[src/rtl/irq_entry_seq.sv]
module irq_entry_seq (
  input  logic        clk,
  input  logic        rst_n,
  input  logic        emu,
  input  logic [15:0] pc_in,
  input  logic [7:0]  pb_in,
  input  logic [15:0] sp_in,
  input  logic [7:0]  p_in,
  input  logic [15:0] abort_pc,
  input  logic        res_req,
  input  logic        abt_req,
  input  logic        nmi_n,
  input  logic        irq_n,
  input  logic        brk_req,
  input  logic        cop_req,
  input  logic [7:0]  rdata,
  output logic [23:0] addr,
  output logic [7:0]  wdata,
  output logic        rwb,
  output logic        sync,
  output logic        vda,
  output logic        vpa,
  output logic        vp,
  output logic        busy,
  output logic        done,
  output logic [15:0] new_pc,
  output logic [7:0]  new_pb,
  output logic [7:0]  new_p,
  output logic [15:0] new_sp
);
  localparam logic [2:0] SRC_RES = 3'd0, SRC_ABT = 3'd1, SRC_NMI = 3'd2,
                         SRC_IRQ = 3'd3, SRC_BRK = 3'd4, SRC_COP = 3'd5;

  logic [3:0]  step;
  logic [2:0]  src, win;
  logic        s_emu, nmi_q, nmi_pend;
  logic [15:0] s_pc, s_sp, s_apc, pc_r, vec;
  logic [7:0]  s_pb, s_p, vec_lo;

  wire irq_ok  = !irq_n && !p_in[2];
  wire any_req = res_req | abt_req | nmi_pend | irq_ok | brk_req | cop_req;
  wire hw      = (src <= SRC_IRQ);
  wire [15:0] push_pc = (src == SRC_ABT) ? s_apc : s_pc;
  wire [15:0] pc_m1   = s_pc - 16'd1;
  wire [15:0] pc_m2   = s_pc - 16'd2;
  wire [7:0]  push_p  = (s_emu && hw) ? (s_p & 8'hEF) : s_p;

  always_comb begin
    win = SRC_COP;
    if (res_req)       win = SRC_RES;
    else if (abt_req)  win = SRC_ABT;
    else if (nmi_pend) win = SRC_NMI;
    else if (irq_ok)   win = SRC_IRQ;
    else if (brk_req)  win = SRC_BRK;
  end

  always_comb begin
    case (src)
      SRC_RES: vec = 16'hFFFC;
      SRC_ABT: vec = s_emu ? 16'hFFF8 : 16'hFFE8;
      SRC_NMI: vec = s_emu ? 16'hFFFA : 16'hFFEA;
      SRC_IRQ: vec = s_emu ? 16'hFFFE : 16'hFFEE;
      SRC_BRK: vec = s_emu ? 16'hFFFE : 16'hFFE6;
      default: vec = s_emu ? 16'hFFF4 : 16'hFFE4;
    endcase
  end

  always_ff @(posedge clk or negedge rst_n) begin
    if (!rst_n) begin
      step <= 4'd0; src <= SRC_RES; s_emu <= 1'b0;
      s_pc <= '0; s_sp <= '0; s_apc <= '0; s_pb <= '0; s_p <= '0;
      vec_lo <= '0; pc_r <= '0; nmi_q <= 1'b1; nmi_pend <= 1'b0;
    end else begin
      nmi_q <= nmi_n;
      if (nmi_q && !nmi_n)                    nmi_pend <= 1'b1;
      else if (step == 4'd0 && any_req && win == SRC_NMI) nmi_pend <= 1'b0;
      case (step)
        4'd0: if (any_req) begin
          src <= win; s_emu <= emu; s_pc <= pc_in; s_pb <= pb_in;
          s_sp <= sp_in; s_p <= p_in; s_apc <= abort_pc; step <= 4'd1;
        end
        4'd2: step <= s_emu ? 4'd4 : 4'd3;
        4'd3, 4'd4, 4'd5, 4'd6: begin
          s_sp <= s_sp - 16'd1;
          step <= step + 4'd1;
        end
        4'd7: begin
          vec_lo <= rdata;
          s_p    <= (s_p & 8'hF7) | 8'h04;
          s_pb   <= 8'h00;
          step   <= 4'd8;
        end
        4'd8: begin
          pc_r <= {rdata, vec_lo};
          step <= 4'd9;
        end
        4'd9:    step <= 4'd0;
        default: step <= step + 4'd1;
      endcase
    end
  end

  always_comb begin
    addr = '0; wdata = '0; rwb = 1'b1; sync = 1'b0; vda = 1'b0; vpa = 1'b0; vp = 1'b1;
    case (step)
      4'd1: begin
        addr = {s_pb, hw ? s_pc : pc_m2};
        sync = 1'b1; vda = 1'b1; vpa = 1'b1;
      end
      4'd2: begin
        addr = {s_pb, hw ? s_pc : pc_m1};
        vpa  = !hw;
      end
      4'd3, 4'd4, 4'd5, 4'd6: begin
        addr = {8'h00, s_sp};
        rwb  = (src == SRC_RES);
        vda  = 1'b1;
        case (step)
          4'd3:    wdata = s_pb;
          4'd4:    wdata = push_pc[15:8];
          4'd5:    wdata = push_pc[7:0];
          default: wdata = push_p;
        endcase
      end
      4'd7: begin addr = {8'h00, vec};               vda = 1'b1; vp = 1'b0; end
      4'd8: begin addr = {8'h00, vec[15:1], 1'b1};   vda = 1'b1; vp = 1'b0; end
      default: ;
    endcase
  end

  assign busy   = (step != 4'd0) && (step != 4'd9);
  assign done   = (step == 4'd9);
  assign new_pc = pc_r;
  assign new_pb = s_pb;
  assign new_p  = s_p;
  assign new_sp = s_sp;
endmodule


[config.mk]
export PLATFORM = sky130hd
export DESIGN_NAME = irq_entry_seq
export DESIGN_NICKNAME = d
export VERILOG_FILES = /design/src/rtl/irq_entry_seq.sv
export SDC_FILE = /design/constraint.sdc
export NUM_CORES = 1
export LEC_CHECK = 0
export BUFFER_PORTS_ARGS = -buffer_cell sky130_fd_sc_hd__clkbuf_2
export CORE_ASPECT_RATIO = 1.1
export CORE_MARGIN = 2
export CORE_UTILIZATION = 47
export DETAILED_ROUTE_END_ITERATION = 7
export GPL_TIMING_DRIVEN = 0
export PLACE_DENSITY = 0.76
export SLEW_MARGIN = 20
export SYNTH_ARGS = -nofsm -noshare
export SYNTH_HDL_FRONTEND = slang
export SYNTH_SLANG_ARGS = --single-unit
[constraint.sdc]
create_clock -name clk -period 2.3 [get_ports clk]
set_input_delay 0.46 -clock clk [delete_from_list [all_inputs] [get_ports clk]]
set_output_delay 0.46 -clock clk [all_outputs]
set_load 0.01 [all_outputs]
# Word level (Yosys, flattened, before mapping)

Cells that the tools add are included.

Reduce and logical (&&, ||, !) cells: 23
Eq/ne operators: 16
$lt $le $gt $ge: 1
Bitwise gates (word level): 6
Add/sub/neg operators: 4
Mux-type cells: 34

Operator list:

| operator                                            | count |
|---|---|
| case mux 24 bit (5 select lines)                    | 1 |
| two-way mux 16 bit                                  | 4 |
| case mux 16 bit (2 select lines)                    | 1 |
| case mux 8 bit (2 select lines)                     | 2 |
| subtractor 16 x 1 -> 16 bit (second input constant) | 2 |
| two-way mux 5 bit                                   | 6 |
| case mux 5 bit (5 select lines)                     | 1 |
| two-way mux 8 bit                                   | 3 |
| case mux 8 bit (3 select lines)                     | 1 |
| case mux 4 bit (5 select lines)                     | 1 |
| == test 4 x 3 -> 1 bit (second input constant)      | 4 |
| subtractor 16 x 2 -> 16 bit (second input constant) | 1 |
| two-way mux 3 bit                                   | 5 |
| == test 3 x 2 -> 1 bit (second input constant)      | 3 |
| == test 4 x 2 -> 1 bit (second input constant)      | 2 |
| == test 4 bit (second input constant)               | 2 |
| two-way mux 1 bit                                   | 7 |
| OR reduction 7 bit                                  | 1 |
| logical AND 1 bit                                   | 6 |
| AND reduction 2 bit                                 | 3 |
| nonzero test 2 bit                                  | 3 |
| OR 1 bit                                            | 5 |
| adder 4 x 1 -> 4 bit (second input constant)        | 1 |
| == test 4 x 1 -> 1 bit (second input constant)      | 1 |
| 15 further kinds                                    | 18 |

Register bits: 98
Logic and storage cells: 97

# Longest topological paths before layout

Gate-level depths: netlist of run 1.

Depth after elaboration: 10
Depth in mapped cells: 10
Gate-level depth less buffers: 8

# Worst setup path before layout of run 1

OpenSTA, ideal clock, no wires.

Path type: register -> output
From: reg step[1]
To: out addr[14]
Setup slack: -0.240 ns
Stages on the path, launching flop included: 10
Required time: 1.840 ns
Arrival time: 2.080 ns
Path buffers: 3
Cell sequence: dfrtp_1 -> inv_1 -> ha_1 -> clkbuf_1 -> nor2_1 -> a31oi_1 -> clkbuf_1 -> clkbuf_1 -> a221oi_1 -> o21ai_1

Cells in the longest elaborated chain, start to end: 3
Elaborated cells on any way between the ends: 10

RTL lines:

| item                                                             | line | source |
|---|---|---|
| start: declaration                                               | 34   | `logic [3:0] step;` |
| start signal: assignment                                         | 82   | `4'd2: step <= s_emu ? 4'd4 : 4'd3;` |
| start signal: assignment                                         | 85   | `step <= step + 4'd1;` |
| start signal: assignment                                         | 98   | `default: step <= step + 4'd1;` |
| == test 4 x 3 -> 1 bit or == test 4 x 2 -> 1 bit (tied branches) | 105  | `case (step)` |
| OR reduction 4 bit                                               | 105  |  |
| case mux 24 bit (5 select lines) (*)                             | 105  |  |
| end: declaration                                                 | 17   | `output logic [23:0] addr,` |

Mark *: on every way between the ends. The rest lies on a longest branch, timed or not.

# Worst setup path after layout of run 1

From: reg step[0]
To: out addr[15]

Same word-level chain as after synthesis.

==> tab_implementation.tex, run 1 <==
\begin{tabular}{lr}
\hline
Metric & Value \\
\hline
\multicolumn{2}{l}{\textbf{Outcome}} \\
Outcome & finished, violations left \\
Violations in the final reports & setup timing \\
\multicolumn{2}{l}{\textbf{Synthesis}} \\
Count of mapped cells out of synthesis & roughly 600 \\
Cell types occupying the most area after synthesis & sky130\_fd\_sc\_hd\_\_dfrtp\_1 44\%, sky130\_fd\_sc\_hd\_\_mux2\_1 6.9\%, sky130\_fd\_sc\_hd\_\_nand2\_1 6.2\%, sky130\_fd\_sc\_hd\_\_mux2\_2 5.7\%, sky130\_fd\_sc\_hd\_\_a21oi\_1 5.1\% \\
Avg Synthesized Cell Area & about 9.2 sq um \\
Fraction of the yosys area taken by sequential cells & 0.444 \\
Total of warnings raised by yosys & 0 \\
Fraction of post-synthesis cell area in the top cell type by area & 0.440 \\
Synthesized flop and latch total & between 90 and 100 \\
Unique masters post-synth & 56 \\
Area of the mapped netlist & roughly 0.0055 sq mm \\
Net count after synthesis & approximately 690 \\
Cell type with the largest total area after synthesis & sky130\_fd\_sc\_hd\_\_dfrtp\_1 \\
Fraction of registers with async set or reset after synthesis & 1.00 \\
Most common flop cell mapped by yosys & sky130\_fd\_sc\_hd\_\_dfrtp\_1 \\
EDFF count, synth & 0 \\
\multicolumn{2}{l}{\textbf{Clocking}} \\
Max H-tree Level & 3 \\
Clock latency on the worst-skew pair & $\sim$0.37 ns \\
CTS clk-pin slew, worst paths & about 0.09 ns \\
TritonCTS clock tree & built \\
CTS sink cnt & 98 \\
Max Root-Sink Buffers & 2 \\
Cell at the root of the clock tree & sky130\_fd\_sc\_hd\_\_clkbuf\_16 \\
Number of CTS-inserted buffers & 9 \\
\multicolumn{2}{l}{\textbf{STA}} \\
Final setup fails & 37 \\
Transition time of the tightest slew-check pin & 0.664 ns \\
Worst Setup Slack, final & -0.563 ns \\
Setup repair after global routing missed its margin & yes \\
Achievable frequency & 349 MHz \\
Worst-case clock skew & 0.0196 ns \\
Hold slack & about 0.2 ns \\
Number of max-slew violations in the final report & 0 \\
Final hold viol count & 0 \\
Worst relative slew slack & 0.554 \\
Final critical-path share of the clock period & 1.24 \\
Post-route minimum period & approximately 2.9 ns \\
\multicolumn{2}{l}{\textbf{Die}} \\
Overall die height & around 120 um \\
CORE AREA & 0.0114 sq mm \\
Die span in x & $\sim$110 um \\
Boundary pin count & between 150 and 200 \\
Starting density of the core & 0.483 \\
Count of standard-cell rows & just over 40 \\
Floorplan die area & $\sim$0.013 sq mm \\
\multicolumn{2}{l}{\textbf{Critical path}} \\
Required time of the worst setup path & 1.84 ns \\
Sequence of cells on the critical path & inv\_4 -> ha\_4 -> nor2\_4 -> a31oi\_4 -> buf\_8 -> clkbuf\_16 -> a221oi\_1 -> o21ai\_1 -> clkbuf\_2 \\
Crit path max-delay family & compound AO/OA/AOI/OAI gates \\
Worst-path fanout max & 5 \\
Type of the setup path with the least slack & reg2out \\
Worst EP arrival & 2.40 ns \\
Crit path launch & step[0]\$\_DFFE\_PN0P\_ \\
Crit. End Element & output pin \\
Biggest cell delay along the critical path & 0.49 ns \\
Startpoint class of the critical path & flip-flop \\
Critical path buffers and inverters & 4 \\
Capturing point of the worst reg2reg path & new\_sp[12]\$\_DFFE\_PN0P\_ \\
Cell at the slowest stage of the critical path & sky130\_fd\_sc\_hd\_\_dfrtp\_2 \\
Minimum setup slack among reg-to-reg paths & 0.02 ns \\
R2r startpoint & step[0]\$\_DFFE\_PN0P\_ \\
Worst-case reg-to-reg path depth & 9 \\
\multicolumn{2}{l}{\textbf{Drt}} \\
Pre-Repair DR Iteration Count & 5 \\
Detailed-route vias per instance & slightly above 6 \\
Remaining routing DRC violations & 0 \\
Count of vias placed by the detailed router & between 6000 and 7000 \\
Total wirelength of the detailed-routed design & 23000 um \\
Met2 layer wire length in the routed design & roughly 11000 um \\
First-iteration detailed-routing DRC count & approximately 720 \\
Detail Route met3 WL & $\sim$2200 um \\
DR WL/cell & between 20 and 25 um \\
Highest metal layer with signal wires & met4 \\
Final ANT Viol Nets & 0 \\
Routed metal-1 wire length & about 8200 um \\
\multicolumn{2}{l}{\textbf{Global routing}} \\
Number of antenna violations at the first check in global routing & 0 \\
Via count of the first global-routing pass & between 5000 and 6000 \\
Overall overflow remaining after global route & 0 \\
Maximum number of pins on one net before global-route repair & between 90 and 100 \\
Aggregate global-route resource usage & 0.310 \\
Global-route wire length before repair & roughly 31000 um \\
\multicolumn{2}{l}{\textbf{Finish}} \\
Final cell count without fillers & 1021 \\
Number of nets in the final layout & between 900 and 1000 \\
Synthesis-to-layout area growth & 60.4\% \\
Final core occ & 0.774 \\
Antenna diodes & 0 \\
Share of cells above drive strength 1 & 0.555 \\
Number of filler cells placed in the layout & 703 \\
\multicolumn{2}{l}{\textbf{Power}} \\
Fraction of power spent switching nets & 0.465 \\
Total leakage power & 0.00393 uW \\
Worst IR drop on VDD & approximately 0.72 mV \\
Overall Power & 15200 uW \\
Net switching power figure & 7060 uW \\
Sequential share of power & 0.247 \\
Internal Pwr Total & between 8000 and 9000 uW \\
Power density cells & 1720 mW/mm\^{}2 \\
Share of total power in combinational logic & 0.644 \\
Portion of total power attributed to the clock network & 0.110 \\
\multicolumn{2}{l}{\textbf{Placed design}} \\
Post-detailed-placement half-perimeter wirelength & between 10000 and 15000 um \\
IO buf count & approximately 170 \\
Number of placed cells counting well taps & a little over 900 \\
GP Congestion & roughly 0.90 \\
DP Worst Slack & -0.687 ns \\
\multicolumn{2}{l}{\textbf{Flow run}} \\
Max\_cap viols & 0 \\
\multicolumn{2}{l}{\textbf{Hold path}} \\
Cell depth of the worst min-delay path & 1 \\
Hold wc startpoint & nmi\_n \\
Worst min-delay path category & in2reg \\
Worst hold path endpoint & nmi\_q\$\_DFF\_PN1\_ \\
\hline
\end{tabular}
-- synthesized netlist by cell type (7+ instances only) --
| library cell | number |
|---|---|
| sky130_fd_sc_hd__o21a_1 | 12 |
| sky130_fd_sc_hd__inv_1 | 14 |
| sky130_fd_sc_hd__o21ai_0 | 37 |
| sky130_fd_sc_hd__nor4_1 | 13 |
| sky130_fd_sc_hd__clkbuf_1 | 29 |
| sky130_fd_sc_hd__nand2_1 | 91 |
| sky130_fd_sc_hd__mux2_2 | 28 |
| sky130_fd_sc_hd__dfrtp_1 | 97 |
| sky130_fd_sc_hd__o22ai_1 | 11 |
| sky130_fd_sc_hd__o21ai_1 | 12 |
| sky130_fd_sc_hd__nor2_1 | 32 |
| sky130_fd_sc_hd__nand3_1 | 12 |
| sky130_fd_sc_hd__xor2_1 | 7 |
| sky130_fd_sc_hd__mux2_1 | 34 |
| sky130_fd_sc_hd__nor3_1 | 11 |
| sky130_fd_sc_hd__a21oi_1 | 56 |
| sky130_fd_sc_hd__or4_1 | 7 |
| sky130_fd_sc_hd__and2_1 | 9 |
| sky130_fd_sc_hd__ha_1 | 7 |
-- power by group through the flow --
stage | Sequential [uW] | Clock (uW) | Combinational (uW)
finish | 3750 | 1670 | 9780
global route | 3820 | 1740 | 10200
CTS | 3590 | 1650 | 7840
detailed placement | 3540 | 0 | 5930
global placement | 3480 | 0 | 5770
floorplan | 3420 | 0 | 3710
-- repair_timing --
action	in CTS	in global routing
gates resized for setup	177	154
hold buffers	1	0
pin swaps	56	62
setup endpoints to repair	104	99
hold endpoints to repair	1	0
gates cloned	2	1
setup buffers	51	42
-- cell usage in the layout (no fill, tap or decap), drive strengths merged, types with 2 or more instances in the layout --
master,count
or4,9
dfrtp,97
a21oi,56
nor3b,3
o21a,12
clkbuf,165
nand2b,5
o21ai,49
nor4bb,2
nand2,91
xor2,7
a22oi,2
xnor2,2
a2bb2oi,3
o221ai,2
or3,6
ha,7
a31oi,5
o211ai,3
o22ai,11
nand3,12
buf,131
nor2b,3
nor2,32
a221oi,6
inv,19
mux2,62
or2,2
or3b,3
nor3,11
nor4,13
nand4,6
and3,2
nand3b,4
and2,9
-- metal layers --
metal,vias to the layer above,GRT usage
li1,2708,-
met1,3037,0.383
met2,494,0.528
met3,114,0.0598
met4,0,0.129
met5,-,0
-- metrics by stage --
step / instance area (sq um) / TNS (ns)
2_1_floorplan: 5540 / -0.00456
3_3_place_gp: 6560 / -70.49
6_report: 8860 / -11.96
5_1_grt: 8860 / -13.89
4_1_cts: 8070 / -8.00
3_5_place_dp: 6600 / -40.02
-- how the worst max path moves through the flow --
| stage | endpoint | slack [ns] | depth (start not counted) |
|---|---|---|---|
| 3_3_place_gp | wdata[0] | -0.64 | 8 |
| 6_report | addr[15] | -0.56 | 9 |
| 4_1_cts | addr[10] | -0.37 | 6 |
| 5_1_grt | addr[14] | -0.64 | 8 |
| 2_1_floorplan | addr[14] | -0.004 | 9 |
| 3_5_place_dp | wdata[7] | -0.69 | 8 |
-- final cells by class --
type,instances,area (sq um),share of cell area
buffer,26,300,0.0339
clock buffer,9,225,0.0254
clock inverter,7,96.3,0.0109
inverter,15,71.3,0.00805
multi-input combinational,454,3720,0.420
sequential,98,2480,0.280
tap,150,188,0.0212
timing repair buffer,262,1780,0.201
-- registers in the layout, indices dropped and copies added (netlist names), 3 cells and up --
signal and count:
new_p 8, new_pc 16, src 3, step 4
new_pb 8, new_sp 16, vec_lo 8, s_apc 16
s_pc 16
-- cells by family (layout without fill, tap and decap cells) --
group | after synthesis | in the layout | share of synthesized area
simple gates | 214 | 214 | 0.191
compound gates | 161 | 161 | 0.172
flops | 98 | 98 | 0.444
mux | 63 | 63 | 0.128
buf+inv | 49 | 319 | 0.0342
xor+xnor | 9 | 9 | 0.0143
fa+ha+maj | 7 | 7 | 0.0159
-- worst reg2reg max path, delay by kind of cell, from the launching register on --
kind	cells	cell delay (ns)
AOI/OAI and AO/OA	3	0.51
adders and majority gates	1	0.19
buffers and inverters	4	0.69
DFF	1	0.50
and+or+nand+nor	1	0.28
Power figures use the tool's default switching activity.
==> run 2: changes to the inputs <==
--- a/config.mk
+++ b/config.mk
@@ -8,10 +8,11 @@
 export BUFFER_PORTS_ARGS = -buffer_cell sky130_fd_sc_hd__clkbuf_2
 export CORE_ASPECT_RATIO = 1.1
 export CORE_MARGIN = 2
-export CORE_UTILIZATION = 47
+export CORE_UTILIZATION = 48
+export CTS_BUF_LIST = sky130_fd_sc_hd__clkbuf_8
 export DETAILED_ROUTE_END_ITERATION = 7
 export GPL_TIMING_DRIVEN = 0
-export PLACE_DENSITY = 0.76
+export PLACE_DENSITY = 0.77
 export SLEW_MARGIN = 20
 export SYNTH_ARGS = -nofsm -noshare
 export SYNTH_HDL_FRONTEND = slang
==> run 2 against run 1 <==
The run still ends with setup timing left. Critical path depth decreased by 3. Die area decreased by 2.0%. Clock skew increased by 0.0082 ns. First-iteration DRC count decreased by 11%. Design area decreased by 3.5%. Largest cell class unchanged. Largest power group unchanged. Highest routed layer unchanged.
==> tab_implementation.tex, run 2 (same netlist as run 1, synthesis figures left out) <==
\begin{tabular}{lr}
\hline
Metric & Value \\
\hline
\multicolumn{2}{l}{\textbf{Critical path}} \\
Biggest cell delay along the critical path & just under 0.6 ns \\
Crit. End Element & output pin \\
Cell at the slowest stage of the critical path & sky130\_fd\_sc\_hd\_\_or4\_4 \\
Crit path launch & s\_pc[7]\$\_DFFE\_PN0P\_ \\
Crit path max-delay family & simple AND/OR/NAND/NOR gates \\
R2r startpoint & new\_sp[7]\$\_DFFE\_PN0P\_ \\
Type of the setup path with the least slack & reg2out \\
Required time of the worst setup path & between 1.5 and 2 ns \\
Worst EP arrival & around 2.4 ns \\
Sequence of cells on the critical path & or4\_4 -> nor4\_4 -> nand2\_1 -> xor2\_1 -> o221ai\_1 -> buf\_2 \\
Worst-path fanout max & 3 \\
Critical path buffers and inverters & 1 \\
Startpoint class of the critical path & flip-flop \\
\multicolumn{2}{l}{\textbf{Placed design}} \\
GP Congestion & 0.947 \\
Area post-placement & 0.00660 sq mm \\
Number of placed cells counting well taps & 919 \\
IO buf count & $\sim$170 \\
Post-detailed-placement half-perimeter wirelength & $\sim$13000 um \\
\multicolumn{2}{l}{\textbf{Finish}} \\
Most common library cell in the layout ignoring fill and taps & sky130\_fd\_sc\_hd\_\_clkbuf\_2 \\
Share of cells above drive strength 1 & 0.524 \\
Antenna diodes & 0 \\
Number of filler cells placed in the layout & around 760 \\
Number of nets in the final layout & between 900 and 1000 \\
Synthesis-to-layout area growth & 54.7\% \\
Most frequent cells in the layout & 146 x sky130\_fd\_sc\_hd\_\_clkbuf\_2, 81 x sky130\_fd\_sc\_hd\_\_dfrtp\_1, 77 x sky130\_fd\_sc\_hd\_\_nand2\_1, 71 x sky130\_fd\_sc\_hd\_\_buf\_4, 42 x sky130\_fd\_sc\_hd\_\_a21oi\_1 \\
Final Instance Area & between 0.008 and 0.009 sq mm \\
Final cell count without fillers & 1020 \\
\multicolumn{2}{l}{\textbf{STA}} \\
Final hold viol count & 0 \\
Number of max-slew violations in the final report & 0 \\
Transition time of the tightest slew-check pin & approximately 0.7 ns \\
Post-route minimum period & between 2 and 3 ns \\
Final critical-path share of the clock period & 1.25 \\
Achievable frequency & 349 MHz \\
Setup repair after global routing missed its margin & yes \\
Worst-case clock skew & 0.0278 ns \\
Worst relative slew slack & 0.523 \\
Worst Setup Slack, final & -0.564 ns \\
Final setup fails & 39 \\
\multicolumn{2}{l}{\textbf{Clocking}} \\
Max Root-Sink Buffers & 2 \\
Number of CTS-inserted buffers & 9 \\
Clock latency on the worst-skew pair & just over 0.4 ns \\
Cell at the root of the clock tree & sky130\_fd\_sc\_hd\_\_clkbuf\_8 \\
CTS clk-pin slew, worst paths & between 0.1 and 0.15 ns \\
Max H-tree Level & 3 \\
TritonCTS clock tree & built \\
CTS sink cnt & 98 \\
\multicolumn{2}{l}{\textbf{Global routing}} \\
Via count of the first global-routing pass & roughly 5900 \\
Global-route met2 utilization & 0.545 \\
Busiest grt layer & met2 \\
Met3 capacity usage during global routing & 0.0686 \\
Overall overflow remaining after global route & 0 \\
Global-route wire length before repair & 30600 um \\
Maximum number of pins on one net before global-route repair & 97 \\
Aggregate global-route resource usage & 0.319 \\
Met1 track utilization from global routing & 0.387 \\
Number of antenna violations at the first check in global routing & 0 \\
\multicolumn{2}{l}{\textbf{Drt}} \\
Pre-Repair DR Iteration Count & 6 \\
DR WL/cell & about 22 um \\
Final ANT Viol Nets & 0 \\
Count of vias placed by the detailed router & $\sim$6400 \\
Total wirelength of the detailed-routed design & 22000 um \\
First-iteration detailed-routing DRC count & approximately 640 \\
Remaining routing DRC violations & 0 \\
Detailed-route vias per instance & 6.24 \\
\multicolumn{2}{l}{\textbf{Die}} \\
CORE AREA & around 0.011 sq mm \\
Overall die height & 116 um \\
Boundary pin count & between 150 and 200 \\
Count of standard-cell rows & 41 \\
Floorplan die area & 0.0124 sq mm \\
Die span in x & 106 um \\
Starting density of the core & 0.487 \\
\multicolumn{2}{l}{\textbf{Power}} \\
Overall Power & around 14000 uW \\
Power density cells & around 1700 mW/mm\^{}2 \\
Total leakage power & 0.00381 uW \\
Worst IR drop on VDD & roughly 0.81 mV \\
\multicolumn{2}{l}{\textbf{Flow run}} \\
Max\_cap viols & 0 \\
\multicolumn{2}{l}{\textbf{Outcome}} \\
Violations in the final reports & setup timing \\
Outcome & finished, violations left \\
\multicolumn{2}{l}{\textbf{Hold path}} \\
Worst min-delay path category & in2reg \\
Hold wc startpoint & nmi\_n \\
\hline
\end{tabular}
==> run 2: cell types whose count changed in the layout (fill, tap and decap cells not counted), moves of 6 or more <==
cell	change
sky130_fd_sc_hd__nand2_1	+11
sky130_fd_sc_hd__clkbuf_8	+8
sky130_fd_sc_hd__buf_4	+6
sky130_fd_sc_hd__nand2_2	-8
sky130_fd_sc_hd__clkbuf_16	-8
sky130_fd_sc_hd__a21oi_1	+8
==> run 2: worst paths after layout <==
path / end / depth (start not counted) / slack, ns
worst max register to register: new_sp[13]$_DFFE_PN0P_ / 5 / -0.01
min in group asynchronous: new_sp[4]$_DFFE_PN0P_ / 2 / 0.42
worst min-delay path: nmi_q$_DFF_PN1_ / 1 / 0.15
max in group asynchronous: step[0]$_DFFE_PN0P_ / 3 / 1.20
worst max-delay path: addr[12] / 6 / -0.56
worst min register to register: s_apc[1]$_DFFE_PN0P_ / 1 / 0.51
==> run 2: what timing repair did <==
action,CTS,global route
buffers inserted,48,42
setup endpoints to repair,105,96
resized for setup,144,144
pin swaps,15,40
endpoints found under the hold margin,2,0
hold buffers,1,0
gates cloned,1,3
==> run 2: layout make-up <==
cell class                 count  area, sq um  share of cell area
clock buffer                   9          124              0.0145
timing repair buffer         262         1730               0.202
multi-input combinational    454         3570               0.418
clock inverter                 7         95.1              0.0111
buffer                        25          285              0.0334
tap                          150          188              0.0220
sequential                    98         2470               0.290
inverter                      15         73.8             0.00864
==> run 2: per-layer routing <==
metal / routed length [um] / part of all wire / vias up
met5: 0 / 0 / -
met4: 1210 / 0.055 / 0
met3: 2040 / 0.093 / 129
met2: 10700 / 0.49 / 490
met1: 8040 / 0.37 / 3045
li1: - / - / 2705
==> run 2: stage by stage <==
step | setup WS, ns | util | hold slack [ns] | setup TNS [ns]
floorplan | -0.00417 | - | 0.164 | -0.00456
global placement | -0.623 | 0.579 | 0.474 | -68.33
detailed placement | -0.701 | 0.582 | 0.270 | -38.67
CTS | -0.444 | 0.691 | 0.146 | -8.83
global route | -0.600 | 0.753 | 0.144 | -15.09
finish | -0.564 | 0.753 | 0.150 | -12.21
==> run 2: where the power goes <==
group	internal, uW	switching, uW	total (uW)
combinational	4500	4990	9490
sequential	2630	1030	3670
clock	535	738	1270
total	7670	6760	14400
